**config.mk**
```make
export PLATFORM = sky130hd
export DESIGN_NAME = mbox_req_seq
export DESIGN_NICKNAME = d
export VERILOG_FILES = /design/src/rtl/mbox_pkg.sv /design/src/rtl/mbox_msg_packer.sv /design/src/rtl/mbox_poll_timer.sv /design/src/rtl/mbox_resp_check.sv /design/src/rtl/mbox_req_seq.sv
export SDC_FILE = /design/constraint.sdc
export NUM_CORES = 1
export LEC_CHECK = 0
export CAP_MARGIN = 5
export CORE_ASPECT_RATIO = 1.75
export CORE_MARGIN = 5
export CORE_UTILIZATION = 23
export CTS_CLUSTER_SIZE = 28
export DETAILED_ROUTE_END_ITERATION = 10
export DONT_BUFFER_PORTS = 1
export PLACE_DENSITY = 0.33
export SLEW_MARGIN = 20
export SYNTH_ARGS = -nofsm -noshare
export SYNTH_HDL_FRONTEND = slang
export SYNTH_SLANG_ARGS = --single-unit
```
**constraint.sdc**
```tcl
create_clock -name clk -period 3.48 [get_ports clk]
set_input_delay 0.174 -clock clk [delete_from_list [all_inputs] [get_ports clk]]
set_output_delay 0.174 -clock clk [all_outputs]
set_load 0.01 [all_outputs]
```
**src/rtl/mbox_pkg.sv**
```systemverilog
package mbox_pkg;
  localparam int WORDS    = 8;
  localparam int WORD_W   = 32;
  localparam int MSG_W    = WORDS * WORD_W;
  localparam int IDX_W    = $clog2(WORDS);
  localparam logic [IDX_W-1:0] HDR_IDX = IDX_W'(WORDS - 1);

  localparam logic [2:0] TYPE_EST = 3'd1;
  localparam logic [2:0] TYPE_DES = 3'd2;
  localparam logic [2:0] VER_REQ  = 3'd0;

  typedef enum logic [1:0] {
    RES_OK      = 2'd0,
    RES_INVAL   = 2'd1,
    RES_TIMEOUT = 2'd2,
    RES_PROTO   = 2'd3
  } res_e;

  typedef enum logic [2:0] {
    S_IDLE, S_ARGS, S_RD, S_RW, S_GAP, S_WR
  } seq_st_e;

  function automatic logic [WORD_W-1:0] req_header(input logic [2:0] mtype,
                                                   input logic rst_fn);
    logic [WORD_W-1:0] h;
    h       = '0;
    h[2:0]  = mtype;
    h[5:3]  = VER_REQ;
    h[7]    = 1'b0;
    h[24]   = rst_fn;
    return h;
  endfunction
endpackage

```
**src/rtl/mbox_msg_packer.sv**
```systemverilog
module mbox_msg_packer
  import mbox_pkg::*;
#(
  parameter int ADDR_W     = 64,
  parameter int PAGE_SHIFT = 12,
  parameter int FN_LO_W    = 48,
  parameter int NQ         = 4,
  parameter int VEC_W      = 16,
  parameter int VEC_IN_W   = 32
) (
  input  logic [NQ*ADDR_W-1:0] addrs,
  input  logic [VEC_IN_W-1:0]  vec,
  input  logic                 rst_fn,
  input  logic                 is_destroy,
  output logic [MSG_W-1:0]     msg,
  output logic                 args_ok
);
  localparam int FN_W    = ADDR_W - PAGE_SHIFT;
  localparam int FN_HI_W = FN_W - FN_LO_W;

  logic [NQ*FN_LO_W-1:0] lo_field;
  logic [NQ*FN_HI_W-1:0] hi_field;
  logic [NQ-1:0]         aligned;
  logic [WORD_W-1:0]     hdr;

  for (genvar q = 0; q < NQ; q++) begin : g_q
    logic [FN_W-1:0] fn;
    assign fn = addrs[q*ADDR_W+PAGE_SHIFT +: FN_W];
    assign lo_field[q*FN_LO_W +: FN_LO_W] = fn[FN_LO_W-1:0];
    assign hi_field[q*FN_HI_W +: FN_HI_W] = fn[FN_W-1:FN_LO_W];
    assign aligned[q] = (addrs[q*ADDR_W +: PAGE_SHIFT] == '0);
  end

  assign hdr     = req_header(is_destroy ? TYPE_DES : TYPE_EST, rst_fn);
  assign msg     = {hdr, vec[VEC_W-1:0], hi_field, lo_field};
  assign args_ok = is_destroy | ((&aligned) & (vec[VEC_IN_W-1:VEC_W] == '0));
endmodule

```
**src/rtl/mbox_poll_timer.sv**
```systemverilog
module mbox_poll_timer #(
  parameter int MAX_POLLS = 20000,
  parameter int GAP_W     = 16
) (
  input  logic             clk,
  input  logic             rst_n,
  input  logic             clr,
  input  logic             poll_busy,
  input  logic             gap_run,
  input  logic [GAP_W-1:0] gap_len,
  output logic             last_poll,
  output logic             gap_done
);
  localparam int PW = $clog2(MAX_POLLS + 1);

  logic [PW-1:0]    poll_q, poll_d;
  logic [GAP_W-1:0] gap_q, gap_d;

  always_comb begin
    poll_d = poll_q;
    if (clr)            poll_d = '0;
    else if (poll_busy) poll_d = poll_q + PW'(1);
    gap_d = gap_run ? gap_q + GAP_W'(1) : '0;
  end

  always_ff @(posedge clk or negedge rst_n) begin
    if (!rst_n) begin
      poll_q <= '0;
      gap_q  <= '0;
    end else begin
      poll_q <= poll_d;
      gap_q  <= gap_d;
    end
  end

  assign last_poll = (poll_q == PW'(MAX_POLLS - 1));
  assign gap_done  = gap_run && (gap_q == gap_len - GAP_W'(1));
endmodule

```
**src/rtl/mbox_resp_check.sv**
```systemverilog
module mbox_resp_check
  import mbox_pkg::*;
(
  input  logic [WORD_W-1:0] word,
  input  logic [2:0]        req_type,
  output logic              ok
);
  assign ok = (word[2:0] == req_type) && (word[5:3] <= VER_REQ) &&
              word[7] && (word[15:8] == 8'd0);
endmodule

```
**src/rtl/mbox_req_seq.sv**
```systemverilog
module mbox_req_seq
  import mbox_pkg::*;
#(
  parameter int MAX_POLLS = 20000,
  parameter int GAP_W     = 16
) (
  input  logic              clk,
  input  logic              rst_n,
  input  logic              cmd_start,
  input  logic              cmd_destroy,
  input  logic              cmd_reset_fn,
  input  logic [63:0]       q_evt_addr,
  input  logic [63:0]       q_cmp_addr,
  input  logic [63:0]       q_rcv_addr,
  input  logic [63:0]       q_snd_addr,
  input  logic [31:0]       vec_idx,
  input  logic [GAP_W-1:0]  poll_gap,
  output logic              mb_rd,
  output logic              mb_wr,
  output logic [IDX_W-1:0]  mb_addr,
  output logic [WORD_W-1:0] mb_wdata,
  input  logic [WORD_W-1:0] mb_rdata,
  output logic              busy,
  output logic              done,
  output logic [1:0]        result
);
  localparam int NQ = 4;
  localparam int AW = 64;

  seq_st_e              st_q, st_d;
  logic [IDX_W-1:0]     wcnt_q, wcnt_d;
  logic                 post_q, post_d;
  logic                 done_q, done_d;
  res_e                 res_q, res_d;
  logic                 ld;
  logic                 des_q, rstf_q;
  logic [NQ*AW-1:0]     addr_q;
  logic [31:0]          vec_q;
  logic [GAP_W-1:0]     gap_q;
  logic [MSG_W-1:0]     msg;
  logic                 args_ok, resp_ok;
  logic                 tmr_clr, poll_busy, last_poll, gap_done;

  mbox_msg_packer #(.ADDR_W(AW), .NQ(NQ)) packer_i (
    .addrs(addr_q), .vec(vec_q), .rst_fn(rstf_q), .is_destroy(des_q),
    .msg(msg), .args_ok(args_ok)
  );

  mbox_poll_timer #(.MAX_POLLS(MAX_POLLS), .GAP_W(GAP_W)) timer_i (
    .clk(clk), .rst_n(rst_n), .clr(tmr_clr), .poll_busy(poll_busy),
    .gap_run(st_q == S_GAP), .gap_len(gap_q),
    .last_poll(last_poll), .gap_done(gap_done)
  );

  mbox_resp_check resp_i (
    .word(mb_rdata), .req_type(des_q ? TYPE_DES : TYPE_EST), .ok(resp_ok)
  );

  always_comb begin
    st_d      = st_q;
    wcnt_d    = wcnt_q;
    post_d    = post_q;
    done_d    = 1'b0;
    res_d     = res_q;
    ld        = 1'b0;
    tmr_clr   = 1'b0;
    poll_busy = 1'b0;
    unique case (st_q)
      S_IDLE: if (cmd_start) begin
        ld   = 1'b1;
        st_d = S_ARGS;
      end
      S_ARGS: begin
        tmr_clr = 1'b1;
        post_d  = 1'b0;
        wcnt_d  = des_q ? HDR_IDX : '0;
        if (!args_ok) begin
          done_d = 1'b1;
          res_d  = RES_INVAL;
          st_d   = S_IDLE;
        end else begin
          st_d = S_RD;
        end
      end
      S_RD: st_d = S_RW;
      S_RW: begin
        if (post_q && rstf_q && (&mb_rdata)) begin
          done_d = 1'b1;
          res_d  = RES_OK;
          st_d   = S_IDLE;
        end else if (!mb_rdata[WORD_W-1]) begin
          if (!post_q) begin
            st_d = S_WR;
          end else begin
            done_d = 1'b1;
            res_d  = resp_ok ? RES_OK : RES_PROTO;
            st_d   = S_IDLE;
          end
        end else begin
          poll_busy = 1'b1;
          if (last_poll) begin
            done_d = 1'b1;
            res_d  = RES_TIMEOUT;
            st_d   = S_IDLE;
          end else begin
            st_d = (gap_q == '0) ? S_RD : S_GAP;
          end
        end
      end
      S_GAP: if (gap_done) st_d = S_RD;
      S_WR: begin
        if (wcnt_q == HDR_IDX) begin
          post_d  = 1'b1;
          tmr_clr = 1'b1;
          st_d    = S_RD;
        end else begin
          wcnt_d = wcnt_q + IDX_W'(1);
        end
      end
      default: st_d = S_IDLE;
    endcase
  end

  always_ff @(posedge clk or negedge rst_n) begin
    if (!rst_n) begin
      st_q   <= S_IDLE;
      wcnt_q <= '0;
      post_q <= 1'b0;
      done_q <= 1'b0;
      res_q  <= RES_OK;
    end else begin
      st_q   <= st_d;
      wcnt_q <= wcnt_d;
      post_q <= post_d;
      done_q <= done_d;
      res_q  <= res_d;
    end
  end

  always_ff @(posedge clk or negedge rst_n) begin
    if (!rst_n) begin
      des_q  <= 1'b0;
      rstf_q <= 1'b0;
      addr_q <= '0;
      vec_q  <= '0;
      gap_q  <= '0;
    end else if (ld) begin
      des_q  <= cmd_destroy;
      rstf_q <= cmd_reset_fn;
      addr_q <= {q_snd_addr, q_rcv_addr, q_cmp_addr, q_evt_addr};
      vec_q  <= vec_idx;
      gap_q  <= poll_gap;
    end
  end

  assign busy     = (st_q != S_IDLE);
  assign done     = done_q;
  assign result   = res_q;
  assign mb_rd    = (st_q == S_RD);
  assign mb_wr    = (st_q == S_WR);
  assign mb_addr  = (st_q == S_RD) ? HDR_IDX : wcnt_q;
  assign mb_wdata = (st_q == S_WR) ? msg[wcnt_q*WORD_W +: WORD_W] : '0;
endmodule

```
Word-level counts from Yosys, hierarchy flattened
Index checks and enable logic that the tools add are counted.
- add/subtract/negate cells: 4
- order comparisons: 1
- equality and inequality tests: 16
- shifts and indexed selects: 1
- mux-type cells: 41
- bitwise gates (word level): 2
- reduce and logical (&&, ||, !) cells: 24
- operator list (cell ; number):
    $shiftx 256x9->32 ; 1
    $logic_not 12->1 ; 4
    $mux 3 ; 11
    $logic_not 16->1 ; 2
    $mux 32 ; 1
    $reduce_and 32->1 ; 1
    $mux 15 ; 2
    $pmux 3 s6 ; 1
    $add 16x1->16 const B ; 1
    $eq 16x16->1 ; 1
    $mux 16 ; 1
    $mux 2 ; 8
    $sub 16x1->16 const B ; 1
    $add 15x1->15 const B ; 1
    $eq 15x15->1 const B ; 1
    $mux 1 ; 12
    $eq 3x3->1 const B ; 3
    $logic_not 8->1 ; 1
    $ne 2x2->1 const B ; 4
    $ne 4x4->1 const B ; 2
    $reduce_and 4->1 ; 2
    $eq 3x2->1 const B ; 2
    $logic_and 1x1->1 ; 6
    $pmux 1 s2 ; 3
    other kinds (14) ; 17
- register bits: 347
- input bits: 341
- word-level logic and storage cells: 101

Longest topological paths before layout
Gate-level depths: netlist (run 1).
- depth in word-level cells: 10
- depth in mapped cells: 8
- gate-level depth less buffers: 8

Hierarchy
Synthesis (run 1) repeated with hierarchy kept, for this count alone.
- cell total of the unflattened synthesis: 1416
- area total of the unflattened synthesis: 18505.2 µm²
- modules (own cells, without submodules) (module ; times used ; cells an instance ; area an instance (µm²) ; seq. area each (µm²)):
    mbox_req_seq ; 1 ; 898 ; 14247.4 ; 7907.6
    mbox_poll_timer ; 1 ; 231 ; 2120.8 ; 775.7
    mbox_msg_packer ; 1 ; 278 ; 2069.5 ; 0.0
    mbox_resp_check ; 1 ; 9 ; 67.6 ; 0.0

Least setup slack after synthesis (run 1)
No wires, ideal clock.
- kind: reg-to-reg
- start: reg gap_q[4]
- end: reg st_q[2]
- library setup time: 0.121 ns
- arrival time: 2.329 ns
- data required time: 3.359 ns
- path slack: 1.030 ns
- stages on the path, launching flop included: 8
- path buffers: 1
- period minus slack after synthesis: 2.450 ns
- cells stage by stage: dfrtp_1 buf_6 or4_4 or4_1 o311ai_1 o211ai_1 or4_4 o22a_1
- cells in the longest elaborated chain, start to end: 6
- elaborated cells between the ends (all ways): 11
- classes of those cells: add/sub: 1; eq/ne: 2; mux: 5; reduce/logical: 3
- ends and longest elaborated chain (element ; RTL line ; RTL):
    from (decl) ; mbox_req_seq.sv:39 ; logic [GAP_W-1:0] gap_q;
    from (signal assigned) ; mbox_req_seq.sv:152 ; gap_q <= poll_gap;
    parallel branches: the longest is 6 deep, another holds $sub 16x1->16 ; -- ;
    to (signal assigned) ; mbox_req_seq.sv:132 ; st_q <= st_d;
    to (decl) ; mbox_req_seq.sv:30 ; seq_st_e st_q, st_d;
Several ways; the timed one is not identified.
A chain may end at the register's enable or synchronous reset.

Worst setup path after layout (run 1)
- start: reg addr_q[134]
- end: reg res_q[1], in the netlist result[1]
- cells in the longest elaborated chain, start to end: 6
- ends and longest elaborated chain (element ; RTL line ; RTL):
    from (decl) ; mbox_req_seq.sv:37 ; logic [NQ*AW-1:0] addr_q;
    from (signal assigned) ; mbox_req_seq.sv:150 ; addr_q <= {q_snd_addr, q_rcv_addr, q_cmp_addr, q_evt_addr};
    $logic_not 12->1 ; mbox_msg_packer.sv:31 ; assign aligned[q] = (addrs[q*ADDR_W +: PAGE_SHIFT] == '0);
    $reduce_and 4->1 ; mbox_msg_packer.sv:36 ; assign args_ok = is_destroy | ((&aligned) & (vec[VEC_IN_W-1:VEC_W] == '0));
    $and 1x1->1 ; mbox_msg_packer.sv:36 ;
    $or 1x1->1 ; mbox_msg_packer.sv:36 ;
    $ne 2x2->1 (no line) ; -- ;
    $reduce_and 4->1 (no line) ; -- ;
    to (signal assigned) ; mbox_req_seq.sv:136 ; res_q <= res_d;
    to (decl) ; mbox_req_seq.sv:34 ; res_e res_q, res_d;
No other way between the ends.

==> run metrics, run 1 <==
status complete, but fails checks; failing checks negative hold slack; Fmax 0.344 GHz; vias in the first global route 13.1k; Final Cycle Share 0.835; clk root buf clkbuf_16; vias 11.2k; CTS Buffer Depth 3; top area cells in the synthesized netlist dfrtp_1, mux2_2, mux4_2; Hold WC Path Type input port to asynchronous set/reset pin; I/O pin count 382; ys flop type dfrtp_1; placed cell areas 17400 um^2; die area 75600 um^2; Synth top area share 0.539; HPWL Detailed 42400 um; Switching Fraction 0.337; Seq/Total Area, Yosys 0.539; met2 wire length 30900 um; Internal 12.2 mW; Area Growth Syn to Fin 35.5%; core area 69500 um^2; gpl congestion 0.743; nets 1895; Post-synth EDFFs 0; CP max-delay cell nor4_2; first-pass GRT wire length 84900 um; Peak VDD IR 464 uV; Arr. time, crit path 3.34 ns; Top Layer Used met5; grt total ovfl 0; CTS hold repair buffers 308; R2R cell count 7; initial antenna violation count 7; Skew-Pair Late Insertion Delay 0.56 ns; Routed wire per std cell 23.0 um; Final ANT Viol Nets 0; drt first-iter violations 370; Slew Limit Headroom 0.511; RSZ-0062 raised after global routing false; critical-path cell list nor4_1 > nand4_1 > nor4_2 > buf_4 > nor3_1 > o21ai_0 > mux2_2; First-pass DRT Iterations 4; routed length on met3 3810 um; worst-path fanout max 3; sequential power share 0.394; max cap viols 0; final core occ 0.314; share of layout cells above drive strength 1 0.294; H-tree depth 2; largest net degree at the start of global routing 348; Yosys Warn Count 0; kind of start point of the critical path flop; setup bufs post-CTS 0; # rows 128; clk slew on worst S/H paths 0.06 ns; Syn Inst Count 1235; hold slack -0.681 ns; Slew Limit Fails 0; CTS Buf Count 40; syn_nets 1582; Comb power frac 0.368; Post-Synthesis Mean Instance Area 13.0 um^2; routed wire length 57200 um; clock share of power 0.239; Final Skew 0.0147 ns; wl on met1 21000 um; post-cts resize count 0; Buffers on Ports 0; largest stage delay on the critical path 0.51 ns; CP required 3.91 ns; Via-to-Cell Ratio 4.50; chip width 210 um; initial core utilization 0.232; P_leak 8.69 nW; Psw 6.20 mW; Crit Path Class flop to flop; FFs w/ async S/R, synth 1.00; Die H 360 um; worst slew pin tran 0.728 ns; Setup Viol. Count Final 0; #FFs+latches synth 347; Yosys top cell by area dfrtp_1; # clock sinks 347; CTS tree yes; DRC 0; Final Hold Viols 347; gr usage total 0.149; area of the mapped netlist 16100 um^2; Critical Path End Type flop; Post-Route Setup TNS 0 ns; Final Cell Area 21800 um^2; Final min period 2.90 ns; distinct cell type count after synthesis 57; power per cell area 844 nW/um^2
critical path, delay by kind of cell (launching register included):
kind            cells  cell delay (ns)
mux                 1             0.40
flops               1             0.37
compound gates      1             0.49
simple gates        4             1.29
buf+inv             1             0.23
synth_stat cells (2+ instances only):
library cell	number
dfrtp_1	347
nor4_1	22
o21a_1	2
buf_6	2
o21ai_0	26
nand4_1	24
or3_1	10
nand3_1	17
o211ai_1	3
a211oi_1	32
buf_1	10
nor2_1	98
mux2_2	304
nor2b_1	5
and4_1	6
nand2b_1	4
a21oi_1	51
o2111ai_1	2
or2_2	3
inv_1	13
or4_4	3
xor2_1	20
nand4b_1	2
mux4_2	35
nor3b_1	2
mux2i_1	33
and3_1	3
o31ai_1	4
nor3_1	10
a31oi_1	3
o22ai_1	2
nand2_1	22
ha_1	6
and2_1	2
clkbuf_1	63
or4_1	5
nor4b_1	4
xnor2_1	16
final timing paths:
check	from	slack, ns	to
worst max-delay path	addr_q[134]$_DFFE_PN0P_	0.58	result[1]$_DFFE_PN0P_
min in group clk	cmd_start	0.06	des_q$_DFFE_PN0P_
worst max register to register	addr_q[134]$_DFFE_PN0P_	0.58	result[1]$_DFFE_PN0P_
worst min register to register	addr_q[108]$_DFFE_PN0P_	0.50	addr_q[108]$_DFFE_PN0P_
worst min-delay path	rst_n	-0.68	gap_q[13]$_DFFE_PN0P_
max in group asynchronous	rst_n	3.55	addr_q[23]$_DFFE_PN0P_
cell usage in the layout (no fill, tap or decap), types with 13 or more instances in the layout:
cell type / instances
dfrtp_1: 344
dlygate4sd3_1: 308
mux2_2: 304
nor2_1: 98
a21oi_1: 51
clkbuf_16: 41
mux4_2: 35
mux2i_1: 33
a211oi_1: 32
buf_4: 30
o21ai_0: 26
nand4_1: 24
nand2_1: 22
nor4_1: 21
xor2_1: 20
nand3_1: 17
xnor2_1: 16
inv_1: 13
power groups by stage:
| stage | clock, mW | sequential [mW] | combinational, mW |
|---|---|---|---|
| floorplan | 0 | 6.71 | 4.98 |
| global placement | 0 | 7.33 | 6.68 |
| detailed placement | 0 | 7.37 | 6.73 |
| CTS | 4.61 | 7.30 | 7.07 |
| global route | 4.75 | 7.53 | 7.46 |
| finish | 4.39 | 7.25 | 6.77 |
area by class of cell:
class                   instances  area [um^2]
diodes                          5         12.5
clock buffers                  58         1190
clock inverters                13          150
fillers                      7138        47700
inverters                      13         48.8
multi-input cells             798         7080
flip-flops and latches        347         8690
well taps                     910         1140
repair buffers                348         3510
flip-flops by register name (all words and copies together), names as in the netlist, 2 cells and up:
name            count
addr_q            256
gap_q              16
result              2
st_q                3
timer_i.gap_q      16
timer_i.poll_q     15
vec_q              32
wcnt_q              3
metrics by stage:
stage          hold slack (ns)  std cells  setup WS (ns)  total power, mW
6_report                -0.681       2492          0.575             18.4
5_1_grt                 -0.728       2492          0.385             19.7
4_1_cts                 -0.734       2487          0.409             19.0
3_5_place_dp            -0.107       2108          0.417             14.1
3_3_place_gp            -0.110       2108          0.479             14.0
2_1_floorplan           -0.122       1235           1.03             11.7
logic make-up after synthesis:
family | synth area share
AOI/OAI and AO/OA | 0.0512
xor gates and xnor gates | 0.0196
adders and majority gates | 0.00466
buffers and inverters | 0.0225
DFF | 0.539
muxes | 0.282
and+or+nand+nor | 0.0809
layer usage:
layer  vias to the layer above  GRT usage
li1                       5180          -
met1                      5648      0.160
met2                       327      0.279
met3                        66     0.0447
met4                         4     0.0416
met5                         -          0
(Power assumes the default switching activity.)
==> inputs of run 2 (changes only) <==
--- a/config.mk
+++ b/config.mk
@@ -5,6 +5,7 @@
 export SDC_FILE = /design/constraint.sdc
 export NUM_CORES = 1
 export LEC_CHECK = 0
+export ABC_AREA = 1
 export CAP_MARGIN = 5
 export CORE_ASPECT_RATIO = 1.75
 export CORE_MARGIN = 5
@@ -12,7 +13,7 @@
 export CTS_CLUSTER_SIZE = 28
 export DETAILED_ROUTE_END_ITERATION = 10
 export DONT_BUFFER_PORTS = 1
-export PLACE_DENSITY = 0.33
+export PLACE_DENSITY = 0.34
 export SLEW_MARGIN = 20
 export SYNTH_ARGS = -nofsm -noshare
 export SYNTH_HDL_FRONTEND = slang
==> constraint.sdc (replaced) <==
create_clock -name clk -period 2.3 [get_ports clk]
set_input_delay 0.115 -clock clk [delete_from_list [all_inputs] [get_ports clk]]
set_output_delay 0.115 -clock clk [all_outputs]
set_load 0.01 [all_outputs]
==> run metrics, run 2 <==
status complete, but fails checks; failing checks negative hold slack, negative setup slack; CTS tree yes; Reg with most FFs addr_q; Yosys Warn Count 0 (unchanged); initial core utilization 0.231 (-0.00105); Skew-Pair Late Insertion Delay 0.58 ns (+0.02 ns); die area 77400 um^2 (+2.4%); CTS hold repair buffers 313 (+1.6%); Final Hold Viols 347 (unchanged); Buffers on Ports 0 (unchanged); gpl congestion 0.856 (+15%); gr usage total 0.159 (+0.0105); drt first-iter violations 467 (+26%); First-pass DRT Iterations 4 (unchanged); Yosys top cell by area dfrtp_1; Arr. time, crit path 2.29 ns (-1.05 ns); grt total ovfl 0 (unchanged); worst-path fanout max 6 (+3); max cap viols 0 (unchanged); Slew Limit Headroom 0.299 (-0.212); first-pass GRT wire length 92900 um (+9.5%); kind of start point of the critical path flop; CTS Buf Count 40 (unchanged); final core occ 0.330 (+0.0160); #FFs+latches synth 347 (unchanged); vias 13.3k (+19%); Syn Inst Count 1581 (+28%); chip width 213 um (+1.2%); Slew Limit Fails 0 (unchanged); # clock sinks 347 (unchanged); Routed wire per std cell 21.8 um (-5.2%); H-tree depth 2 (unchanged); Final Cell Area 23600 um^2 (+8.2%); Post-synth EDFFs 0 (unchanged); initial antenna violation count 12 (+5); CTS Buffer Depth 3 (unchanged); P_leak 9.74 nW (+12%); Synth top area share 0.526 (-0.0132); DRC 0 (unchanged); largest net degree at the start of global routing 348 (unchanged); CP required 2.18 ns (-1.73 ns); Via-to-Cell Ratio 4.56 (+1.3%); Largest register FFs 256 (unchanged); Die H 364 um (+1.2%); Peak VDD IR 608 uV (+31%); Final min period 2.41 ns; HPWL Detailed 41700 um (-1.7%); power per cell area 1210 nW/um^2 (+44%); top flop regs addr_q (256), vec_q (32); Setup Viol. Count Final 28 (+28); Hold WC Path Type input port to asynchronous set/reset pin; most frequent cells in the layout dfrtp_1, dlygate4sd3_1, mux2_1; core area 71600 um^2 (+3.0%); Crit Path Class flop to output pin; Final ANT Viol Nets 0 (unchanged); routed wire length 63600 um (+11%); FFs w/ async S/R, synth 1.00 (unchanged); Final Skew 0.0120 ns (-0.00266 ns); Post-Route Setup TNS -1.53 ns (-1.53 ns); Area Growth Syn to Fin 43.0%; pre-CTS setup slack 0.220 ns (-0.197 ns); Post-Layout Cell Count 2923 (+17%); hold slack -0.701 ns (-0.0208 ns); I/O pin count 382 (unchanged); most frequent cells after synthesis dfrtp_1, mux2_1, nor2_1, nand2_1, o21ai_0; worst slew pin tran 1.05 ns (+0.324 ns); share of layout cells above drive strength 1 0.145 (-0.149); Critical Path End Type output pin; distinct cell type count after synthesis 44 (-23%); count leader, synth dfrtp_1; nets 2303 (+22%); clk root buf clkbuf_16; Final Cycle Share 1.05; RSZ-0062 raised after global routing true; most common cell after layout, fill and taps aside dfrtp_1; Seq/Total Area, Yosys 0.526 (-0.0132); Final WS setup -0.108 ns (-0.684 ns); clk slew on worst S/H paths 0.07 ns (about the same); Post-Synthesis Mean Instance Area 10.4 um^2 (-20%); top area cells in the synthesized netlist dfrtp_1, mux2_1, nor2_1; Post-Place Cells 2489 (+18%); placed cell areas 18000 um^2 (+3.6%); Fmax 0.415 GHz; vias in the first global route 14.7k (+13%); syn_nets 1928 (+22%); area of the mapped netlist 16500 um^2 (+2.5%); # rows 130 (+1.6%); ys flop type dfrtp_1
-- run 2: cell count changes in the layout (fill, tap and decap cells not counted), sizes merged, moves of 31 or more --
cell and change:
a211oi -31, nand2 +133, mux4 -35, o21ai +101, nor2 +177, nand3 +33
mux2i -33, inv +50, buf +58
-- run 2: cell families (layout without fill, tap and decap cells) --
logic type                 Yosys count  count (layout)  share of synthesized area
buffers and inverters              151             556                     0.0384
and+or+nand+nor                    535             535                      0.138
DFF                                347             347                      0.526
adders and majority gates            6               6                    0.00455
other                                0              13                          0
muxes                              294             294                      0.201
xor gates and xnor gates            20              20                     0.0106
AOI/OAI and AO/OA                  228             228                     0.0816
-- run 2: what timing repair did --
action                                 CTS  global route
setup endpoints to repair               32            33
cloned                                  11             4
pin swaps                               19            26
endpoints found under the hold margin  662           347
gates resized for setup                 89            69
buffers inserted                        21             5
-- run 2: stage by stage --
stage | hold slack (ns) | power [mW]
5_1_grt | -0.753 | 30.6
2_1_floorplan | -0.181 | 16.3
6_report | -0.701 | 28.6
4_1_cts | -0.807 | 28.7
3_3_place_gp | -0.162 | 19.4
3_5_place_dp | -0.144 | 19.6
-- run 2: cell type report --
class | instances | area, um^2
Antenna cell | 13 | 32.5
Fill cell | 7333 | 48000
Timing Repair Buffer | 416 | 4490
Inverter | 68 | 282
Clock buffer | 62 | 1220
Tap cell | 924 | 1160
Multi-Input combinational cell | 1083 | 7590
Sequential cell | 347 | 8690
Clock inverter | 10 | 143
-- run 2: worst max-delay path, cell delays in order, from the launching register on --
cell	delay (ns)
dfrtp_4	0.57
buf_12	0.17
nor2_4	0.12
buf_6	0.15
buf_12	0.15
nand2_4	0.05
a311oi_2	0.27
buf_4	0.20
-- run 2: path summary, 6_finish.rpt --
check	slack (ns)	cells after the start	from	endpoint
worst min register to register	0.48	1	addr_q[224]$_DFFE_PN0P_	addr_q[224]$_DFFE_PN0P_
worst max-delay path	-0.11	7	wcnt_q[0]$_DFFE_PN0P_	mb_wdata[18]
min in group clk	0.05	3	cmd_start	gap_q[2]$_DFFE_PN0P_
worst min-delay path	-0.70	0	rst_n	addr_q[154]$_DFFE_PN0P_
worst max register to register	0.26	7	des_q$_DFFE_PN0P_	result[0]$_DFFE_PN0P_
max in group asynchronous	2.20	0	rst_n	addr_q[119]$_DFFE_PN0P_
-- run 2: where the power goes --
group          switching, mW  internal, mW  total (mW)  leakage, nW
logic                   5.72          5.19        10.9         4.94
clock network           2.80          3.98        6.78        0.665
registers               1.92          9.00        10.9         4.14
total                   10.4          18.2        28.6         9.74
-- run 2: per-layer routing --
| metal | up-vias | routed length, um | track usage |
|---|---|---|---|
| met3 | 83 | 3850 | 0.0371 |
| met2 | 403 | 32400 | 0.283 |
| li1 | 6214 | - | - |
| met4 | 0 | 1650 | 0.0526 |
| met1 | 6637 | 25700 | 0.188 |
| met5 | - | 0 | 0 |
